==> config.mk <==
export PLATFORM = sky130hd
export DESIGN_NAME = xbus_ctrl
export DESIGN_NICKNAME = d
export VERILOG_FILES = /design/src/rtl/xbus_pkg.sv /design/src/rtl/xbus_eclk.sv /design/src/rtl/xbus_seq.sv /design/src/rtl/xbus_pins.sv /design/src/rtl/xbus_ctrl.sv
export SDC_FILE = /design/constraint.sdc
export NUM_CORES = 1
export LEC_CHECK = 0
export ABC_CLOCK_PERIOD_IN_PS = 3070
export CELL_PAD_IN_SITES_DETAIL_PLACEMENT = 0
export CELL_PAD_IN_SITES_GLOBAL_PLACEMENT = 1
export CORE_UTILIZATION = 42
export CTS_CLUSTER_DIAMETER = 40
export DETAILED_ROUTE_END_ITERATION = 10
export DONT_BUFFER_PORTS = 1
export PLACE_DENSITY_LB_ADDON = 0.1
export SYNTH_ARGS = -nofsm -noshare
export SYNTH_HDL_FRONTEND = slang
export SYNTH_SLANG_ARGS = --single-unit
export TNS_END_PERCENT = 20
==> constraint.sdc <==
create_clock -name clk -period 3.07 [get_ports clk]
set_input_delay 0.1535 -clock clk [delete_from_list [all_inputs] [get_ports clk]]
set_output_delay 0.1535 -clock clk [all_outputs]
set_load 0.05 [all_outputs]
==> src/rtl/xbus_pkg.sv <==
package xbus_pkg;
  // Quarter position inside one E cycle; the two upper codes are E-high.
  typedef enum logic [1:0] {
    Q_LOW_A  = 2'd0,
    Q_LOW_B  = 2'd1,
    Q_HIGH_A = 2'd2,
    Q_HIGH_B = 2'd3
  } qtr_e;

  function automatic logic qtr_is_high(input qtr_e q);
    return q[1];
  endfunction
endpackage

==> src/rtl/xbus_eclk.sv <==
module xbus_eclk
  import xbus_pkg::*;
(
  input  logic clk,
  input  logic rst,
  output qtr_e qtr,
  output logic q_end
);
  always_ff @(posedge clk) begin
    if (rst) qtr <= Q_LOW_A;
    else     qtr <= qtr_e'(qtr + 2'd1);
  end

  assign q_end = (qtr == Q_HIGH_B);
endmodule

==> src/rtl/xbus_seq.sv <==
module xbus_seq #(
  parameter int PORT_W    = 8,
  parameter int STRETCH_W = 2
) (
  input  logic                  clk,
  input  logic                  rst,
  input  logic                  q_end,
  input  logic                  cfg_expanded,
  input  logic                  cfg_narrow,
  input  logic [STRETCH_W-1:0]  cfg_stretch,
  input  logic                  req_valid,
  input  logic                  req_write,
  input  logic                  req_word,
  input  logic [2*PORT_W-1:0]   req_addr,
  input  logic [2*PORT_W-1:0]   req_wdata,
  input  logic [PORT_W-1:0]     pa_in,
  input  logic [PORT_W-1:0]     pb_in,
  output logic                  busy,
  output logic                  beat,
  output logic [STRETCH_W-1:0]  scyc,
  output logic [2*PORT_W-1:0]   cur_addr,
  output logic                  lat_word,
  output logic                  lat_write,
  output logic                  lat_narrow,
  output logic [STRETCH_W-1:0]  lat_stretch,
  output logic [2*PORT_W-1:0]   lat_wdata,
  output logic                  req_ready,
  output logic [2*PORT_W-1:0]   rsp_rdata
);
  localparam int AW = 2 * PORT_W;

  logic [AW-1:0] lat_addr;
  logic          last_cyc;
  logic          two_beat;

  assign last_cyc = (scyc == lat_stretch);
  assign two_beat = lat_narrow & lat_word;
  assign cur_addr = lat_word ? {lat_addr[AW-1:1], beat} : lat_addr;

  always_ff @(posedge clk) begin
    if (rst) begin
      busy        <= 1'b0;
      beat        <= 1'b0;
      scyc        <= '0;
      lat_addr    <= '0;
      lat_wdata   <= '0;
      lat_word    <= 1'b0;
      lat_write   <= 1'b0;
      lat_narrow  <= 1'b0;
      lat_stretch <= '0;
      req_ready   <= 1'b0;
      rsp_rdata   <= '0;
    end else begin
      req_ready <= 1'b0;
      if (!busy) begin
        if (q_end && req_valid && cfg_expanded) begin
          busy        <= 1'b1;
          beat        <= 1'b0;
          scyc        <= '0;
          lat_addr    <= req_addr;
          lat_wdata   <= req_wdata;
          lat_word    <= req_word;
          lat_write   <= req_write;
          lat_narrow  <= cfg_narrow;
          lat_stretch <= cfg_stretch;
          rsp_rdata   <= '0;
        end
      end else if (q_end) begin
        if (!last_cyc) begin
          scyc <= scyc + 1'b1;
        end else begin
          if (!lat_write) begin
            if (lat_narrow) begin
              if (lat_word && !beat) rsp_rdata[AW-1:PORT_W] <= pa_in;
              else                   rsp_rdata[PORT_W-1:0]  <= pa_in;
            end else if (lat_word) begin
              rsp_rdata <= {pa_in, pb_in};
            end else begin
              rsp_rdata <= {{PORT_W{1'b0}}, (lat_addr[0] ? pb_in : pa_in)};
            end
          end
          if (two_beat && !beat) begin
            beat <= 1'b1;
            scyc <= '0;
          end else begin
            busy      <= 1'b0;
            req_ready <= 1'b1;
          end
        end
      end
    end
  end

  assert_ready_pulse_R10: assert property (@(posedge clk) disable iff (rst)
    req_ready |=> !req_ready);

  assert_no_accept_single_R9: assert property (@(posedge clk) disable iff (rst)
    (!busy && !cfg_expanded) |=> !busy);

  assert_done_at_last_R5: assert property (@(posedge clk) disable iff (rst)
    $rose(req_ready) |-> $past(busy) && !busy);
endmodule

==> src/rtl/xbus_pins.sv <==
module xbus_pins
  import xbus_pkg::*;
#(
  parameter int PORT_W    = 8,
  parameter int STRETCH_W = 2
) (
  input  logic                  clk,
  input  logic                  rst,
  input  qtr_e                  qtr,
  input  logic                  cfg_expanded,
  input  logic                  cfg_rw_en,
  input  logic                  cfg_lstrb_en,
  input  logic                  cfg_dbe_off,
  input  logic                  busy,
  input  logic [STRETCH_W-1:0]  scyc,
  input  logic [2*PORT_W-1:0]   cur_addr,
  input  logic                  lat_word,
  input  logic                  lat_write,
  input  logic                  lat_narrow,
  input  logic [STRETCH_W-1:0]  lat_stretch,
  input  logic [2*PORT_W-1:0]   lat_wdata,
  output logic                  eclk,
  output logic [PORT_W-1:0]     pa_out,
  output logic                  pa_oe,
  output logic [PORT_W-1:0]     pb_out,
  output logic                  pb_oe,
  output logic                  rw_n,
  output logic                  rw_oe,
  output logic                  lstrb_n,
  output logic                  lstrb_oe,
  output logic                  dbe_n,
  output logic                  dbe_oe
);
  localparam int AW = 2 * PORT_W;

  logic e_high, addr_ph, touch_low, wr_ok, wdata_ph, hi_sel, dbe_act;

  assign e_high    = busy ? ((scyc != '0) || qtr_is_high(qtr)) : qtr_is_high(qtr);
  assign addr_ph   = busy && !e_high;
  assign touch_low = cur_addr[0] | (!lat_narrow & lat_word);
  assign wr_ok     = lat_write && cfg_rw_en && (!touch_low || cfg_lstrb_en);
  assign wdata_ph  = busy && e_high && wr_ok;
  assign hi_sel    = lat_word && !(lat_narrow && cur_addr[0]);

  always_comb begin
    if (lat_stretch == '0) dbe_act = busy && (scyc == '0) && qtr_is_high(qtr);
    else                   dbe_act = busy && (scyc == lat_stretch) && (qtr == Q_HIGH_B);
  end

  assign eclk     = e_high;
  assign pa_oe    = cfg_expanded && (addr_ph || wdata_ph);
  assign pa_out   = addr_ph ? cur_addr[AW-1:PORT_W]
                  : (hi_sel ? lat_wdata[AW-1:PORT_W] : lat_wdata[PORT_W-1:0]);
  assign pb_oe    = cfg_expanded && busy && (addr_ph || lat_narrow || wdata_ph);
  assign pb_out   = (addr_ph || lat_narrow) ? cur_addr[PORT_W-1:0] : lat_wdata[PORT_W-1:0];
  assign rw_oe    = cfg_expanded && cfg_rw_en;
  assign rw_n     = !(busy && lat_write);
  assign lstrb_oe = cfg_expanded && cfg_lstrb_en;
  assign lstrb_n  = !(busy && touch_low);
  assign dbe_oe   = cfg_expanded && !cfg_dbe_off;
  assign dbe_n    = !dbe_act;

  assert_dbe_in_ehigh_R6: assert property (@(posedge clk) disable iff (rst)
    (dbe_oe && !dbe_n) |-> eclk);

  assert_porta_data_write_R3: assert property (@(posedge clk) disable iff (rst)
    (pa_oe && eclk) |-> !rw_n);

  assert_ehigh_min_R1: assert property (@(posedge clk) disable iff (rst)
    $fell(eclk) |-> ($past(eclk) && $past(eclk, 2)));

  assert_single_quiet_R9: assert property (@(posedge clk) disable iff (rst)
    !cfg_expanded |-> !(pa_oe || pb_oe || rw_oe || lstrb_oe || dbe_oe));
endmodule

==> src/rtl/xbus_ctrl.sv <==
module xbus_ctrl
  import xbus_pkg::*;
#(
  parameter int PORT_W    = 8,
  parameter int STRETCH_W = 2
) (
  input  logic                  clk,
  input  logic                  rst,
  input  logic                  cfg_expanded,
  input  logic                  cfg_narrow,
  input  logic [STRETCH_W-1:0]  cfg_stretch,
  input  logic                  cfg_rw_en,
  input  logic                  cfg_lstrb_en,
  input  logic                  cfg_dbe_off,
  input  logic                  req_valid,
  input  logic                  req_write,
  input  logic                  req_word,
  input  logic [2*PORT_W-1:0]   req_addr,
  input  logic [2*PORT_W-1:0]   req_wdata,
  output logic                  req_ready,
  output logic [2*PORT_W-1:0]   rsp_rdata,
  output logic                  eclk,
  output logic [PORT_W-1:0]     pa_out,
  output logic                  pa_oe,
  input  logic [PORT_W-1:0]     pa_in,
  output logic [PORT_W-1:0]     pb_out,
  output logic                  pb_oe,
  input  logic [PORT_W-1:0]     pb_in,
  output logic                  rw_n,
  output logic                  rw_oe,
  output logic                  lstrb_n,
  output logic                  lstrb_oe,
  output logic                  dbe_n,
  output logic                  dbe_oe
);
  localparam int AW = 2 * PORT_W;

  qtr_e                 qtr;
  logic                 q_end;
  logic                 busy, beat;
  logic [STRETCH_W-1:0] scyc, lat_stretch;
  logic [AW-1:0]        cur_addr, lat_wdata;
  logic                 lat_word, lat_write, lat_narrow;

  xbus_eclk u_eclk (
    .clk   (clk),
    .rst   (rst),
    .qtr   (qtr),
    .q_end (q_end)
  );

  xbus_seq #(.PORT_W(PORT_W), .STRETCH_W(STRETCH_W)) u_seq (
    .clk          (clk),
    .rst          (rst),
    .q_end        (q_end),
    .cfg_expanded (cfg_expanded),
    .cfg_narrow   (cfg_narrow),
    .cfg_stretch  (cfg_stretch),
    .req_valid    (req_valid),
    .req_write    (req_write),
    .req_word     (req_word),
    .req_addr     (req_addr),
    .req_wdata    (req_wdata),
    .pa_in        (pa_in),
    .pb_in        (pb_in),
    .busy         (busy),
    .beat         (beat),
    .scyc         (scyc),
    .cur_addr     (cur_addr),
    .lat_word     (lat_word),
    .lat_write    (lat_write),
    .lat_narrow   (lat_narrow),
    .lat_stretch  (lat_stretch),
    .lat_wdata    (lat_wdata),
    .req_ready    (req_ready),
    .rsp_rdata    (rsp_rdata)
  );

  xbus_pins #(.PORT_W(PORT_W), .STRETCH_W(STRETCH_W)) u_pins (
    .clk          (clk),
    .rst          (rst),
    .qtr          (qtr),
    .cfg_expanded (cfg_expanded),
    .cfg_rw_en    (cfg_rw_en),
    .cfg_lstrb_en (cfg_lstrb_en),
    .cfg_dbe_off  (cfg_dbe_off),
    .busy         (busy),
    .scyc         (scyc),
    .cur_addr     (cur_addr),
    .lat_word     (lat_word),
    .lat_write    (lat_write),
    .lat_narrow   (lat_narrow),
    .lat_stretch  (lat_stretch),
    .lat_wdata    (lat_wdata),
    .eclk         (eclk),
    .pa_out       (pa_out),
    .pa_oe        (pa_oe),
    .pb_out       (pb_out),
    .pb_oe        (pb_oe),
    .rw_n         (rw_n),
    .rw_oe        (rw_oe),
    .lstrb_n      (lstrb_n),
    .lstrb_oe     (lstrb_oe),
    .dbe_n        (dbe_n),
    .dbe_oe       (dbe_oe)
  );
endmodule

# [Word-level counts from Yosys, hierarchy flattened]
# Cells that the tools add are included.
[totals] reg_bits=60 latchBits=0 ramBits=0 romBits=0 inputBits=60 out_inout_bits=42 wordCells=109 n_memories=0
[classes] add_sub_neg=2 multipliers=0 n_div=0 order_cmp=0 n_eq_ne=9 n_shift=0 n_mux=32 bitwise=6 n_reduce_logical=47
[op_table] operator="16-bit 2-to-1 mux" n=7
[op_table] operator="8-bit 2-to-1 mux" n=6
[op_table] operator="1-bit logical AND" n=23
[op_table] operator="1-bit 2-to-1 mux" n=14
[op_table] operator="2-bit 2-to-1 mux" n=5
[op_table] operator="5-bit AND reduction" n=2
[op_table] operator="1-bit zero test" n=9
[op_table] operator="3-bit inequality test (second input constant)" n=3
[op_table] operator="2-bit inequality test (second input constant)" n=3
[op_table] operator="1-bit logical OR" n=5
[op_table] operator="2-bit by 1-bit adder with 2-bit output (second input constant)" n=2
[op_table] operator="2-bit zero test" n=2
[op_table] operator="4-bit AND reduction" n=1
[op_table] operator="2-bit nonzero test" n=2
[op_table] operator="4-bit OR reduction" n=1
[op_table] operator="1-bit inverter" n=3
[op_table] operator="3-bit AND reduction" n=1
[op_table] operator="1-bit AND" n=2
[op_table] operator="2-bit == test" n=1
[op_table] operator="2-bit == test (second input constant)" n=1
[op_table] operator="2-bit by 1-bit inequality test with 1-bit output (second input constant)" n=1
[op_table] operator="2-bit AND reduction" n=1
[op_table] operator="1-bit OR" n=1

# [Logic depth before layout (Yosys ltp)]
[logic_depth] ltp_word=9 depth_mapped=8 mapped_depth_nobuf=6

# [By module]
# Synthesis repeated with hierarchy kept, for this count alone.
[hier_totals] hier_cells=357 area_unflattened_um2=2926.6
[modules_own_cells] module="xbus_seq" n_inst=1 cells_each=294 area_per_inst_um2=2439.8 seq_area_each_um2=1161.1
[modules_own_cells] module="xbus_pins" n_inst=1 cells_each=58 area_per_inst_um2=424.2 seq_area_each_um2=0.0
[modules_own_cells] module="xbus_eclk" n_inst=1 cells_each=5 area_per_inst_um2=62.6 seq_area_each_um2=40.0

# [Worst setup path before layout]
# No wires, ideal clock.
[synth_timing] path_kind="register to output" startpoint="register u_seq.scyc[0]" endpoint="output pa_out[5]" t_arrival_ns=2.295 setup_slack_ns=0.621 path_stages_with_launch=7 cell_sequence="dfxtp_1 inv_1 ha_1 and3b_1 buf_2 clkbuf_1 o21ai_0"
[synth_via] elab_chain_len=6
[synth_lines] element="start: declaration" line="xbus_seq.sv:20" source="output logic [STRETCH_W-1:0] scyc,"
[synth_lines] element="start signal: assignment" line="xbus_seq.sv:70" source="scyc <= scyc + 1'b1;"
[synth_lines] element="2-bit nonzero test" line="xbus_pins.sv:38" source="assign e_high = busy ? ((scyc != '0) || qtr_is_high(qtr)) : qtr_is_high(qtr);"
[synth_lines] element="1-bit logical OR" line="xbus_pins.sv:38"
[synth_lines] element="1-bit 2-to-1 mux" line="xbus_pins.sv:38"
[synth_lines] element="1-bit zero test" line="xbus_pins.sv:39" source="assign addr_ph = busy && !e_high;"
[synth_lines] element="1-bit logical AND" line="xbus_pins.sv:39"
[synth_lines] element="8-bit 2-to-1 mux" line="xbus_pins.sv:52" source="assign pa_out = addr_ph ? cur_addr[AW-1:PORT_W]"
[synth_lines] element="end: declaration" line="xbus_ctrl.sv:23" source="output logic [PORT_W-1:0] pa_out,"
# No other way between the ends.

# [Worst setup path in the final report]
[layout_timing] startpoint="register u_seq.scyc[0]" endpoint="output pb_out[3]"
[layout_via] elab_chain_len=7
[layout_lines] element="2-bit nonzero test" line="xbus_pins.sv:38"
[layout_lines] element="1-bit logical OR" line="xbus_pins.sv:38"
[layout_lines] element="1-bit 2-to-1 mux" line="xbus_pins.sv:38"
[layout_lines] element="1-bit zero test" line="xbus_pins.sv:39"
[layout_lines] element="1-bit logical AND" line="xbus_pins.sv:39"
[layout_lines] element="1-bit logical OR" line="xbus_pins.sv:55" source="assign pb_out = (addr_ph || lat_narrow) ? cur_addr[PORT_W-1:0] : lat_wdata[PORT_W-1:0];"
[layout_lines] element="8-bit 2-to-1 mux" line="xbus_pins.sv:55"
[layout_lines] element="end: declaration" line="xbus_ctrl.sv:26" source="output logic [PORT_W-1:0] pb_out,"
# No other way between the ends.

==> metrics.txt <==
status=completed; Synth warnings=0; Seq/Total Area, Yosys=0.428; clock sinks=60; reg2reg end=u_seq.lat_write; GRT Util Overall=0.219; final routed DRC violation total=0; R2R Setup Slk=0.62 ns; top-area cell type share of the netlist area=0.428; largest net degree at the start of global routing=48; largest area contributor in the netlist=dfxtp_1; WS Path Type=reg -> out; Vias=2,411; Worst setup endpoint=pb_out[3]; row cnt=29; Final #Nets=444; Final Wtd Congestion=0.783; post-CTS sizing=0; Place WS=0.917 ns; worst slew pin tran=0.920 ns; worst hold path startpoint=rst; Synth Area in Simple Gates=0.229; total CTS buffers=9; r2r startpoint=u_eclk.qtr[1]; setup tns final=0 ns; drt first pass iters=4; Finish-stage setup viols=0; CTS tree=done; post-synth cell types=45; worst reg2reg path depth=7; die height=83.8 µm; Fin Clk Skew=0.00616 ns; WP data required=2.92 ns; area grow syn2layout=28.7%; Async SR Flop Fraction=0; FF+latch count, synth=60; post-synthesis mux area share=0.117; top cells by area, synth=dfxtp_1 43%, nand2_1 13%, mux2i_1 8.9%; Worst Hold Slack=0.0179 ns; syn_area_per_cell=8.51 µm²; final hold vios=0; crit path DAT=2.34 ns; fmax=0.401 GHz; final antenna-violating net count=0; Max Cap Viol=0; Critical Path Sink Type=output pin; total gr overflow=0; ant diodes=0; global-route wire length before repair=12,000 µm; final WL=7370 µm; Worst-path clk slew=0.06 ns; final setup margin=0.573 ns; share of cells above drive strength 1=0.117; Core Footprint=6390 µm²; Max clock buf depth=2; DP HPWL=4590 µm; hold crit path type=in -> reg; # H-tree levels=3; Leakage Power=1.39 nW; # fillers=611; Port Buf Inserts=0; most frequent cells in the layout=99 x nand2_1, 60 x dfxtp_1, 50 x dlygate4sd3_1, 38 x a21oi_1, 25 x mux2i_1; Post-Syn Instances=330; largest family of logic cells by synthesized area=simple AND/OR/NAND/NOR gates; worst-path fanout max=19; Startpoint Class=flop; Adder-Cell Fraction of Synth Area=0.00891; xor/xnor share of the synthesized area=0.0116; initial cell density of the core=0.440; worst vdd ir=0.250 mV; setup bufs post-CTS=0; syn_nets=392; CTS Hold Bufs=51; post-synthesis cell area=2810 µm²; CTS root buffer=clkbuf_8; unrepaired setup endpoints after global routing=false; Post-synth EDFFs=0; I/O Pins=102; DR WL/cell=15.9 µm; Die Area=7020 µm²; clk_lat worst skew=0.32 ns; commonest non-fill, non-tap cell in the layout=nand2_1; final worst-path cycle share=0.813; Slew headroom=0.385; initial antenna violation count=0; vias per inst=5.22; die width=83.8 µm; Max Slew Vio Count=0; crit path launch=u_seq.scyc[0]; P per Cell Area=464 nW/µm²; vias in the first global route=2,460; minimum clock period after layout=2.50 ns; compound-cell area share of the yosys netlist=0.155; predominant post-synthesis flop cell=dfxtp_1; initial drt markers=144
## metal layers
layer / vias to the layer above / part of all wire / global-route usage
li1: 1216 / - / -
met1: 1116 / 0.48 / 0.298
met2: 75 / 0.46 / 0.339
met3: 4 / 0.049 / 0.0574
met4: 0 / 0.0069 / 0.0663
met5: - / 0 / 0
## cell usage after synthesis, types with 3 or more instances
library cell / instances
a21oi_1: 38
buf_1: 4
buf_2: 8
buf_6: 3
clkbuf_1: 8
dfxtp_1: 60
inv_1: 3
mux2_2: 7
mux2i_1: 25
nand2_1: 99
nand2b_1: 10
nor2_1: 6
o21ai_0: 10
o2bb2ai_1: 8
## area by class of cell
type,instances,area (µm²),area share
clock buffers,13,179,0.0495
clock inverters,1,30.0,0.00831
inverters,3,11.3,0.00312
multi-input cells,242,1460,0.405
flip-flops and latches,60,1200,0.332
well taps,77,96.3,0.0267
repair buffers,66,633,0.175
## sequential cells by signal (all words and copies together) (netlist names)
name               flops
u_seq.lat_stretch      2
u_eclk.qtr             2
u_seq.lat_word         1
u_seq.busy             1
u_seq.beat             1
u_seq.lat_addr        16
u_seq.lat_wdata       16
u_seq.req_ready        1
u_seq.rsp_rdata       16
u_seq.lat_narrow       1
u_seq.lat_write        1
u_seq.scyc             2
## worst min path at each step
stage	to	slack, ns	cells after the start
detailed placement	u_seq.lat_wdata[3]	0.23	1
finish	u_seq.rsp_rdata[15]	0.02	2
floorplan	u_seq.lat_addr[1]	0.29	2
global route	u_seq.rsp_rdata[3]	0.004	2
global placement	u_eclk.qtr[0]	0.23	1
CTS	u_seq.rsp_rdata[4]	0.0006	2
## report_power, final
part           switching (W)  internal [W]  leakage [nW]  total (W)
Clock               0.000288      0.000455         0.108   0.000743
Combinational      0.0000711     0.0000686         0.803   0.000140
Sequential        0.00000704      0.000786         0.484   0.000793
## worst max-delay path, cell delays in order, from the launching register on
cell     delay [ns]
dfxtp_1        0.43
inv_1          0.07
ha_1           0.22
and3b_1        0.42
nor2_4         0.37
mux2_2         0.51
## per-stage QoR
| step | instance area [µm²] | util | cells | power (W) |
|---|---|---|---|---|
| after CTS | 3610 | 0.566 | 462 | 0.00170 |
| after global routing | 3610 | 0.566 | 462 | 0.00175 |
| after global placement | 2890 | 0.452 | 397 | 0.000884 |
| after detailed placement | 2890 | 0.452 | 397 | 0.000885 |
| final | 3610 | 0.566 | 462 | 0.00168 |
| after floorplan | 2810 | - | 330 | 0.000881 |
## cell families after synthesis
family / count (synthesis)
AOI/OAI and AO/OA: 69
xor gates and xnor gates: 2
adders and majority gates: 2
buffers and inverters: 28
DFF: 60
muxes: 32
and+or+nand+nor: 137
Power figures use the tool's default switching activity.
